===== src/rtl/ide_pio_pkg.sv =====
package ide_pio_pkg;

    // Field widths of one device half of the timing word
    localparam int SETUP_W  = 4;
    localparam int ACTIVE_W = 6;
    localparam int RECOV_W  = 6;
    localparam int HALF_W   = SETUP_W + ACTIVE_W + RECOV_W;
    localparam int NUM_DEV  = 2;
    localparam int REG_W    = NUM_DEV * HALF_W;
    localparam int DEV_W    = $clog2(NUM_DEV);

    // Phase counter must hold the widest field
    localparam int CNT_W = (SETUP_W > ACTIVE_W)
                         ? ((SETUP_W > RECOV_W) ? SETUP_W : RECOV_W)
                         : ((ACTIVE_W > RECOV_W) ? ACTIVE_W : RECOV_W);

    localparam logic [REG_W-1:0] TIMING_RESET = 32'h62DD_62DD;

    typedef enum logic [1:0] {
        PH_IDLE   = 2'd0,
        PH_SETUP  = 2'd1,
        PH_ACTIVE = 2'd2,
        PH_RECOV  = 2'd3
    } phase_e;

    // Packed MSB-first so it overlays one half of the timing word
    typedef struct packed {
        logic [SETUP_W-1:0]  setup;
        logic [ACTIVE_W-1:0] active;
        logic [RECOV_W-1:0]  recov;
    } dev_timing_t;

    // Counter load value for a phase: length minus one, zero counts as one
    function automatic logic [CNT_W-1:0] phase_load(input logic [CNT_W-1:0] count);
        return (count == '0) ? '0 : count - 1'b1;
    endfunction

endpackage


===== src/rtl/ide_pio_timing_reg.sv =====
module ide_pio_timing_reg
    import ide_pio_pkg::*;
(
    input  logic                        clk,
    input  logic                        rst,
    input  logic                        wr_en,
    input  logic [REG_W-1:0]            wr_data,
    output dev_timing_t [NUM_DEV-1:0]   dev_tim
);

    logic [REG_W-1:0] timing_q;

    always_ff @(posedge clk) begin
        if (rst) begin
            timing_q <= TIMING_RESET;
        end else if (wr_en) begin
            timing_q <= wr_data;
        end
    end

    // One device view per half of the word
    for (genvar d = 0; d < NUM_DEV; d++) begin : g_dev_half
        assign dev_tim[d] = dev_timing_t'(timing_q[d*HALF_W +: HALF_W]);
    end

    assert_reset_value_R2: assert property (@(posedge clk)
        $past(rst) |-> (timing_q == TIMING_RESET));

    assert_write_lands_R9: assert property (@(posedge clk) disable iff (rst)
        (!$past(rst) && $past(wr_en)) |-> (timing_q == $past(wr_data)));

endmodule


===== src/rtl/ide_pio_sequencer.sv =====
module ide_pio_sequencer
    import ide_pio_pkg::*;
(
    input  logic        clk,
    input  logic        rst,
    input  logic        start,
    input  dev_timing_t timing_in,
    output phase_e      phase,
    output logic        strobe_end
);

    phase_e           phase_q;
    logic [CNT_W-1:0] cnt_q;
    dev_timing_t      tim_q;
    logic             cnt_zero;

    assign cnt_zero = (cnt_q == '0);

    always_ff @(posedge clk) begin
        if (rst) begin
            phase_q <= PH_IDLE;
            cnt_q   <= '0;
            tim_q   <= dev_timing_t'(TIMING_RESET[HALF_W-1:0]);
        end else begin
            case (phase_q)
                PH_IDLE: begin
                    if (start) begin
                        tim_q   <= timing_in;
                        cnt_q   <= phase_load(CNT_W'(timing_in.setup));
                        phase_q <= PH_SETUP;
                    end
                end
                PH_SETUP: begin
                    if (cnt_zero) begin
                        cnt_q   <= phase_load(CNT_W'(tim_q.active));
                        phase_q <= PH_ACTIVE;
                    end else begin
                        cnt_q <= cnt_q - 1'b1;
                    end
                end
                PH_ACTIVE: begin
                    if (cnt_zero) begin
                        cnt_q   <= phase_load(CNT_W'(tim_q.recov));
                        phase_q <= PH_RECOV;
                    end else begin
                        cnt_q <= cnt_q - 1'b1;
                    end
                end
                PH_RECOV: begin
                    if (cnt_zero) begin
                        phase_q <= PH_IDLE;
                    end else begin
                        cnt_q <= cnt_q - 1'b1;
                    end
                end
                default: phase_q <= PH_IDLE;
            endcase
        end
    end

    assign phase      = phase_q;
    assign strobe_end = (phase_q == PH_ACTIVE) && cnt_zero;

    assert_cnt_bound_R3: assert property (@(posedge clk) disable iff (rst)
        (phase_q == PH_ACTIVE) |-> (cnt_q <= phase_load(CNT_W'(tim_q.active))));

    assert_timing_frozen_R9: assert property (@(posedge clk) disable iff (rst)
        (phase_q != PH_IDLE && $past(phase_q) != PH_IDLE) |-> $stable(tim_q));

endmodule


===== src/rtl/ide_pio_bus_if.sv =====
module ide_pio_bus_if
    import ide_pio_pkg::*;
#(
    parameter int ADDR_W = 3,
    parameter int CS_W   = 2,
    parameter int DATA_W = 16
) (
    input  logic              clk,
    input  logic              rst,
    input  logic              accept,
    input  logic              req_write,
    input  logic [ADDR_W-1:0] req_addr,
    input  logic [CS_W-1:0]   req_cs,
    input  logic [DATA_W-1:0] req_wdata,
    input  phase_e            phase,
    input  logic              strobe_end,
    input  logic [DATA_W-1:0] ide_din,
    output logic [ADDR_W-1:0] ide_addr,
    output logic [CS_W-1:0]   ide_cs_n,
    output logic              ide_rd_n,
    output logic              ide_wr_n,
    output logic [DATA_W-1:0] ide_dout,
    output logic              ide_dout_en,
    output logic              rsp_valid,
    output logic [DATA_W-1:0] rsp_data
);

    logic              wr_q;
    logic [ADDR_W-1:0] addr_q;
    logic [CS_W-1:0]   cs_q;
    logic [DATA_W-1:0] wdata_q;
    logic              in_cycle;
    logic              strobing;

    always_ff @(posedge clk) begin
        if (rst) begin
            wr_q    <= 1'b0;
            addr_q  <= '0;
            cs_q    <= '0;
            wdata_q <= '0;
        end else if (accept) begin
            wr_q    <= req_write;
            addr_q  <= req_addr;
            cs_q    <= req_cs;
            wdata_q <= req_wdata;
        end
    end

    always_ff @(posedge clk) begin
        if (rst) begin
            rsp_valid <= 1'b0;
            rsp_data  <= '0;
        end else begin
            rsp_valid <= strobe_end && !wr_q;
            if (strobe_end && !wr_q) begin
                rsp_data <= ide_din;
            end
        end
    end

    assign in_cycle    = (phase != PH_IDLE);
    assign strobing    = (phase == PH_ACTIVE);
    assign ide_addr    = addr_q;
    assign ide_cs_n    = in_cycle ? ~cs_q : '1;
    assign ide_rd_n    = !(strobing && !wr_q);
    assign ide_wr_n    = !(strobing && wr_q);
    assign ide_dout    = wdata_q;
    assign ide_dout_en = wr_q && (phase == PH_SETUP || phase == PH_ACTIVE);

    assert_rsp_pulse_R6: assert property (@(posedge clk) disable iff (rst)
        rsp_valid |=> !rsp_valid);

    assert_no_drive_read_R7: assert property (@(posedge clk) disable iff (rst)
        !ide_rd_n |-> !ide_dout_en);

    assert_setup_first_R3: assert property (@(posedge clk) disable iff (rst)
        ($fell(ide_rd_n) || $fell(ide_wr_n)) |->
            ($past(ide_cs_n) != '1) && $past(ide_rd_n && ide_wr_n));

    assert_addr_hold_R10: assert property (@(posedge clk) disable iff (rst)
        (phase != PH_IDLE && $past(phase) != PH_IDLE) |->
            ($stable(ide_addr) && $stable(ide_cs_n)));

endmodule


===== src/rtl/ide_pio_strobe_gen.sv =====
module ide_pio_strobe_gen
    import ide_pio_pkg::*;
#(
    parameter int ADDR_W = 3,
    parameter int CS_W   = 2,
    parameter int DATA_W = 16
) (
    input  logic              clk,
    input  logic              rst,
    input  logic              cfg_wr_en,
    input  logic [REG_W-1:0]  cfg_wr_data,
    input  logic              req_valid,
    output logic              req_ready,
    input  logic              req_write,
    input  logic [DEV_W-1:0]  req_dev,
    input  logic [ADDR_W-1:0] req_addr,
    input  logic [CS_W-1:0]   req_cs,
    input  logic [DATA_W-1:0] req_wdata,
    output logic              busy,
    output logic [ADDR_W-1:0] ide_addr,
    output logic [CS_W-1:0]   ide_cs_n,
    output logic              ide_rd_n,
    output logic              ide_wr_n,
    output logic [DATA_W-1:0] ide_dout,
    output logic              ide_dout_en,
    input  logic [DATA_W-1:0] ide_din,
    output logic              rsp_valid,
    output logic [DATA_W-1:0] rsp_data
);

    dev_timing_t [NUM_DEV-1:0] dev_tim;
    dev_timing_t               sel_tim;
    phase_e                    phase;
    logic                      strobe_end;
    logic                      accept;

    ide_pio_timing_reg u_timing (
        .clk     (clk),
        .rst     (rst),
        .wr_en   (cfg_wr_en),
        .wr_data (cfg_wr_data),
        .dev_tim (dev_tim)
    );

    assign sel_tim   = dev_tim[req_dev];
    assign req_ready = (phase == PH_IDLE);
    assign busy      = !req_ready;
    assign accept    = req_valid && req_ready;

    ide_pio_sequencer u_seq (
        .clk        (clk),
        .rst        (rst),
        .start      (accept),
        .timing_in  (sel_tim),
        .phase      (phase),
        .strobe_end (strobe_end)
    );

    ide_pio_bus_if #(
        .ADDR_W (ADDR_W),
        .CS_W   (CS_W),
        .DATA_W (DATA_W)
    ) u_bus (
        .clk         (clk),
        .rst         (rst),
        .accept      (accept),
        .req_write   (req_write),
        .req_addr    (req_addr),
        .req_cs      (req_cs),
        .req_wdata   (req_wdata),
        .phase       (phase),
        .strobe_end  (strobe_end),
        .ide_din     (ide_din),
        .ide_addr    (ide_addr),
        .ide_cs_n    (ide_cs_n),
        .ide_rd_n    (ide_rd_n),
        .ide_wr_n    (ide_wr_n),
        .ide_dout    (ide_dout),
        .ide_dout_en (ide_dout_en),
        .rsp_valid   (rsp_valid),
        .rsp_data    (rsp_data)
    );

    assert_accept_busy_R8: assert property (@(posedge clk) disable iff (rst)
        (req_valid && req_ready) |=> busy);

endmodule


===== config.mk =====
export PLATFORM = sky130hd
export DESIGN_NAME = ide_pio_strobe_gen
export DESIGN_NICKNAME = d
export VERILOG_FILES = /design/src/rtl/ide_pio_pkg.sv /design/src/rtl/ide_pio_timing_reg.sv /design/src/rtl/ide_pio_sequencer.sv /design/src/rtl/ide_pio_bus_if.sv /design/src/rtl/ide_pio_strobe_gen.sv
export SDC_FILE = /design/constraint.sdc
export NUM_CORES = 1
export LEC_CHECK = 0
export BUFFER_PORTS_ARGS = -buffer_cell sky130_fd_sc_hd__buf_2
export CAP_MARGIN = 15
export CORE_MARGIN = 1.5
export CORE_UTILIZATION = 50
export CTS_BUF_LIST = sky130_fd_sc_hd__clkbuf_4 sky130_fd_sc_hd__clkbuf_8 sky130_fd_sc_hd__clkbuf_16
export DETAILED_ROUTE_END_ITERATION = 10
export GPL_TIMING_DRIVEN = 0
export PLACE_DENSITY = 0.77
export SETUP_SLACK_MARGIN = 0.5
export SLEW_MARGIN = 20
export SYNTH_ARGS = -nofsm -noshare
export SYNTH_HDL_FRONTEND = slang
export SYNTH_SLANG_ARGS = --single-unit

===== constraint.sdc =====
create_clock -name clk -period 2.2 [get_ports clk]
set_input_delay 0.44 -clock clk [delete_from_list [all_inputs] [get_ports clk]]
set_output_delay 0.44 -clock clk [all_outputs]
set_load 0.02 [all_outputs]

==> results of run 1 <==
kinds of logic after synthesis:
group | Yosys count | share of synthesized area
simple gates | 178 | 0.1921
compound gates | 92 | 0.1431
flops | 91 | 0.4490
mux | 48 | 0.1184
buf+inv | 39 | 0.04317
fa+ha+maj | 12 | 0.03700
xor+xnor | 8 | 0.01727
synth_stat cells, types with 2 or more instances:
cell	instances
buf_2	5
a211oi_1	6
a22oi_1	2
or3_1	2
mux2i_1	48
clkbuf_1	18
o31a_1	2
xor2_1	3
o211ai_1	10
a21oi_2	3
nand2_1	110
nor2_1	31
nor3_1	8
nand4_1	3
o221ai_1	3
a31oi_1	4
o21ai_1	2
nand3_1	3
o22ai_1	2
a21boi_0	2
a21oi_1	44
o21ai_0	6
and2_1	2
and4b_1	2
nor4_1	4
ha_1	12
nand2b_1	6
xnor2_1	5
dfxtp_1	91
inv_1	12
buf_6	3
area by class of cell:
cell class / count / area, um^2
Multi-Input combinational cell: 338 / 2165
Clock buffer: 9 / 123.9
Buffer: 26 / 158.9
Fill cell: 636 / 2571
Tap cell: 102 / 127.6
Sequential cell: 91 / 1832
Inverter: 13 / 57.56
Clock inverter: 6 / 71.32
Timing Repair Buffer: 129 / 700.7
layer usage:
layer	wire length [um]	track usage	up-vias
met3	550	0.04390	11
met1	4471	0.2989	1772
met2	5282	0.4088	108
met4	128	0.08838	0
li1	-	-	1896
met5	0	0	-
power by group:
group,total (mW),internal [mW],switching [mW]
Clock,1.15,0.533,0.614
Sequential,2.19,1.94,0.252
Combinational,2.69,1.12,1.56
Total,6.03,3.59,2.43
worst paths after layout:
path	start	end
setup / recovery	u_seq.phase[1]$_SDFFE_PP0P_	ide_cs_n[0]
hold reg to reg	u_bus.ide_dout[13]$_SDFFE_PP0P_	u_bus.ide_dout[13]$_SDFFE_PP0P_
setup reg to reg	u_seq.tim_q[6]$_SDFFE_PP1P_	u_seq.cnt_q[4]$_SDFFE_PP0P_
hold / removal	cfg_wr_data[22]	u_timing.dev_tim[22]$_SDFFE_PP1P_
sequential cells by signal, indices dropped and copies added (netlist names):
register and flops:
u_timing.dev_tim 32, u_bus.ide_dout 16, u_bus.rsp_data 16, u_seq.tim_q 12, u_seq.cnt_q 6, u_bus.ide_addr 3
u_bus.cs_q 2, u_seq.phase 2, u_bus.rsp_valid 1, u_bus.wr_q 1
critical path, delay by kind of cell, from the launching register on:
kind                     cells  cell delay (ns)
adder cells (fa/ha/maj)      1             0.13
buffers and inverters        4             0.38
AND/OR/NAND/NOR              1             0.09
flip-flops                   1             0.37
timing repair:
item	in CTS	in global routing
resized for setup	21	28
setup buffers	6	7
endpoints found under the setup margin	53	53
pin swaps	6	8
==> metrics.cfg, run 1 <==
[status]
status = completed

[finish]
fin_util = 0.6707
drive_gt1_frac = 0.3186
postLayoutCellArea_um2 = 5236
antenna_cells = 0
final_common_cell = buf_2
mostFrequentLayoutCells = buf_2 (117), nand2_1 (108), dfxtp_1 (85)
syn2layout_area_growth_pct = 29.05
instances_no_fill = 714
layout.nets = 695

[global_route]
grt_max_degree = 17
grt_pass1_vias = 3519
antenna_found_initial = 0
grt-ovfl-total = 0
grt_pass1_wl_mm = 16.44
grt_util_all_layers = 0.2390

[floorplanning]
core_um2 = 7807
start_util = 0.5197
dieWidth_um = 93.09
fp.dieH_um = 93.09
io_pins = 118
die-area_um2 = 8665
rows = 32

[route]
drtIter0Drc = 168
route.detailed.wl_per_inst_um = 14.61
via_per_inst = 5.304
drt_pass1_iterations = 4
dr_total_vias = 3787
antenna_left = 0
routed_wl_mm = 10.43
drc = 0

[critical_path]
r2r_slack_ns = 0.50
slowest_stage = dfxtp_4
start_kind = flip-flop
worst-setup-path-type = reg2out
cp.required_ns = 1.76
endpoint_kind = output port
critPathMaxFanout = 4
cpPeakStageDelay_ns = 0.37
critPathArrivalTime_ns = 1.34
crit_chain = inv_4, ha_4, buf_8, clkinvlp_4, nand2_2, buf_6
r2r_cells = 7

[logic_synthesis]
synth_cells = 468
syn-cell-area_um2 = 4058
ys.flop_type = dfxtp_1
synth_top_cell_by_area = dfxtp_1
syn_nets = 555
synth-seq-area-share = 0.4490
yosys_warnings = 0
synth-async-reset-ratio = 0
synth_edf_count = 0
yosys.area.top_type_share = 0.4490
ys_seq_elements = 91
synth.avg_cell_area_um2 = 8.670
yosys.cell_types.count = 45
synthTopCellsByArea = dfxtp_1 (45%), mux2i_1 (12%), nand2_1 (10%)

[sta]
clock-skew-final_ns = 0.01006
worst_slack_ns = 0.4151
tightest_slew_ns = 0.5215
post-route-min-period_ns = 1.785
rsz0062_at_grt = yes
hold_violations = 0
finalCritPeriodShare = 0.8113
finalSetupTns_ns = 0
setup_viol = 0
relSlewSlack = 0.6523
maxSlewViolCount = 0
max_freq_ghz = 0.5602
holdWs_ns = 0.2883

[place]
post_dp_cell_area_um2 = 4793
pre_cts_ws_ns = 0.1801
gp_congestion = 0.9006
dp_hpwl_mm = 7.460
numPortBuffers = 116
dp.cells = 686

[cts]
clock-sinks = 91
root_buffer = clkbuf_8
clk_pin_slew_ns = 0.09
htree_levels = 3
cts_tree = yes
worstSkewPairLatency_ns = 0.36
cts_buffer_depth = 2
ctsHoldBuffers = 0
cts_buffers = 9

[hold_path]
hp-class = in2reg
min_path_cells = 3

[pwr]
finalPower_mw = 6.025
power.density_nw_per_um2 = 1151
max-vdd-ir-drop_v = 0.0004568
p_leak_nw = 2.366

[flow_run]
drv_cap = 0

No activity file was read; power rests on OpenSTA's default activity.
==> run 2, diff against run 1 <==
--- a/config.mk
+++ b/config.mk
@@ -8,11 +8,11 @@
 export BUFFER_PORTS_ARGS = -buffer_cell sky130_fd_sc_hd__buf_2
 export CAP_MARGIN = 15
 export CORE_MARGIN = 1.5
-export CORE_UTILIZATION = 50
+export CORE_UTILIZATION = 47
 export CTS_BUF_LIST = sky130_fd_sc_hd__clkbuf_4 sky130_fd_sc_hd__clkbuf_8 sky130_fd_sc_hd__clkbuf_16
 export DETAILED_ROUTE_END_ITERATION = 10
 export GPL_TIMING_DRIVEN = 0
-export PLACE_DENSITY = 0.77
+export PLACE_DENSITY = 0.76
 export SETUP_SLACK_MARGIN = 0.5
 export SLEW_MARGIN = 20
 export SYNTH_ARGS = -nofsm -noshare
==> constraint.sdc (replaced) <==
create_clock -name clk -period 1.4 [get_ports clk]
set_input_delay 0.28 -clock clk [delete_from_list [all_inputs] [get_ports clk]]
set_output_delay 0.28 -clock clk [all_outputs]
set_load 0.02 [all_outputs]
==> run 2 against run 1 <==
The run now ends with negative setup slack left. Non-clock buffer count rose by 36. Routed wire length rose by 45%. Combinational power rose to 2.5 times the previous value. Largest power group unchanged.
==> metrics.cfg, run 2 (synthesis gave the netlist of run 1 again) <==
[pwr]
finalPower_mw = 12.17
p_leak_nw = 2.865
max-vdd-ir-drop_v = 0.001399
power.density_nw_per_um2 = 1850

[sta]
hold_violations = 0
post-route-min-period_ns = 1.714
rsz0062_at_grt = yes
clock-skew-final_ns = 0.01666
finalCritPeriodShare = 1.224
setup_viol = 66
holdWs_ns = 0.1260
relSlewSlack = 0.4612
max_freq_ghz = 0.5835
maxSlewViolCount = 0
tightest_slew_ns = 0.8082
worst_slack_ns = -0.3137

[cts]
htree_levels = 3
cts_buffers = 9
cts_tree = yes
worstSkewPairLatency_ns = 0.37
clk_pin_slew_ns = 0.09
clock-sinks = 91
root_buffer = clkbuf_8
cts_buffer_depth = 2

[finish]
layout.nets = 731
fin_util = 0.7927
drive_gt1_frac = 0.5525
syn2layout_area_growth_pct = 62.13
final_common_cell = buf_2
mostFrequentLayoutCells = buf_2 (75), nand2_1 (74), buf_6 (52)
fill_cells = 483
antenna_cells = 0
largest_reg_flops = 32
postLayoutCellArea_um2 = 6579

[global_route]
grt_util_all_layers = 0.2825
antenna_found_initial = 0
grt_max_degree = 16
grt_pass1_vias = 4121
grt-ovfl-total = 0
grt_pass1_wl_mm = 19.85

[status]
violations = negative setup slack
status = finished, violations left

[critical_path]
start_kind = flip-flop
cp.required_ns = 1.66
endpoint_kind = flip-flop
path_common_cell = a31oi_1
r2r_start = u_seq.phase[0]$_SDFFE_PP0P_
critPathMaxFanout = 6
cp-startpoint = u_seq.phase[0]$_SDFFE_PP0P_
critPathArrivalTime_ns = 1.98
cpPeakStageDelay_ns = 0.37
worst-setup-path-type = reg2reg
slowest_stage = dfxtp_4
crit_chain = inv_4, buf_4, ha_4, nor3_4, a21oi_4, a31oi_1, a31oi_1, o221a_1

[route]
dr_total_vias = 4351
drt_pass1_iterations = 7
route.detailed.wl_per_inst_um = 20.05
drc = 0
routed_wl_mm = 15.10
drtIter0Drc = 251
via_per_inst = 5.778
antenna_left = 0

[hold_path]
hold_start = cfg_wr_data[2]
hp-class = in2reg

[floorplanning]
core_um2 = 8299
dieWidth_um = 95.92
rows = 33
start_util = 0.4889
io_pins = 118
die-area_um2 = 9200
fp.dieH_um = 95.92

[place]
pre_cts_ws_ns = -0.3528
dp_hpwl_mm = 7.763
post_dp_cell_area_um2 = 5135
gp_congestion = 0.8769
numPortBuffers = 116

[flow_run]
drv_cap = 0

-- run 2: changes by cell type in the layout (fill, tap and decap cells not counted), sizes merged --
cell      delta
buf         +31
clkbuf       +6
clkinv       +1
clkinvlp     -1
inv          -1
-- run 2: area by class of cell --
class                   instances  area [um^2]  share of cell area
multi-input cells             338         2609              0.3965
flip-flops and latches         91         1896              0.2881
repair buffers                165         1314              0.1997
plain buffers                  26        379.1             0.05763
clock buffers                  10        131.4             0.01997
well taps                     105        131.4             0.01997
clock inverters                 5        61.31            0.009319
inverters                      13        57.56            0.008749
-- run 2: layer usage --
metal,part of all wire,track usage,vias to the layer above
met5,0,0,-
met4,0.041,0.1017,0
met3,0.054,0.06477,65
met2,0.53,0.4824,207
met1,0.37,0.3460,2117
li1,-,-,1962
-- run 2: what timing repair did --
action / 4_1_cts / 5_1_grt
gates cloned: 6 / 0
gates resized for setup: 188 / 59
buffers inserted: 29 / 14
endpoints found under the setup margin: 116 / 106
pin swaps: 45 / 25
hold buffers: 0 / 0
-- run 2: through the flow --
stage          std cells  TNS (ns)
2_1_floorplan        468   -0.8654
3_3_place_gp         689    -6.698
3_5_place_dp         689    -8.195
4_1_cts              739    -4.862
5_1_grt              753    -12.15
6_report             753    -8.998
-- run 2: report_power, final --
| group | internal, mW | total [mW] | switching (mW) | leakage [nW] |
|---|---|---|---|---|
| logic | 3.29 | 6.74 | 3.45 | 2.00 |
| clock network | 0.850 | 1.83 | 0.978 | 0.101 |
| registers | 3.10 | 3.60 | 0.498 | 0.767 |
-- run 2: worst paths after layout --
check                                     end  slack [ns]  depth (start not counted)
min reg2reg   u_bus.ide_dout[15]$_SDFFE_PP0P_        0.47                          2
max               u_seq.cnt_q[4]$_SDFFE_PP0P_       -0.31                          8
max reg2reg       u_seq.cnt_q[4]$_SDFFE_PP0P_       -0.31                          8
min          u_timing.dev_tim[2]$_SDFFE_PP1P_        0.13                          3
-- run 2: critical path, delay by kind of cell (launching register included) --
family | cells | cell delay (ns)
AO/OA/AOI/OAI | 4 | 0.58
flip-flops | 1 | 0.37
AND/OR/NAND/NOR | 1 | 0.29
adder cells (fa/ha/maj) | 1 | 0.20
buffers and inverters | 2 | 0.17
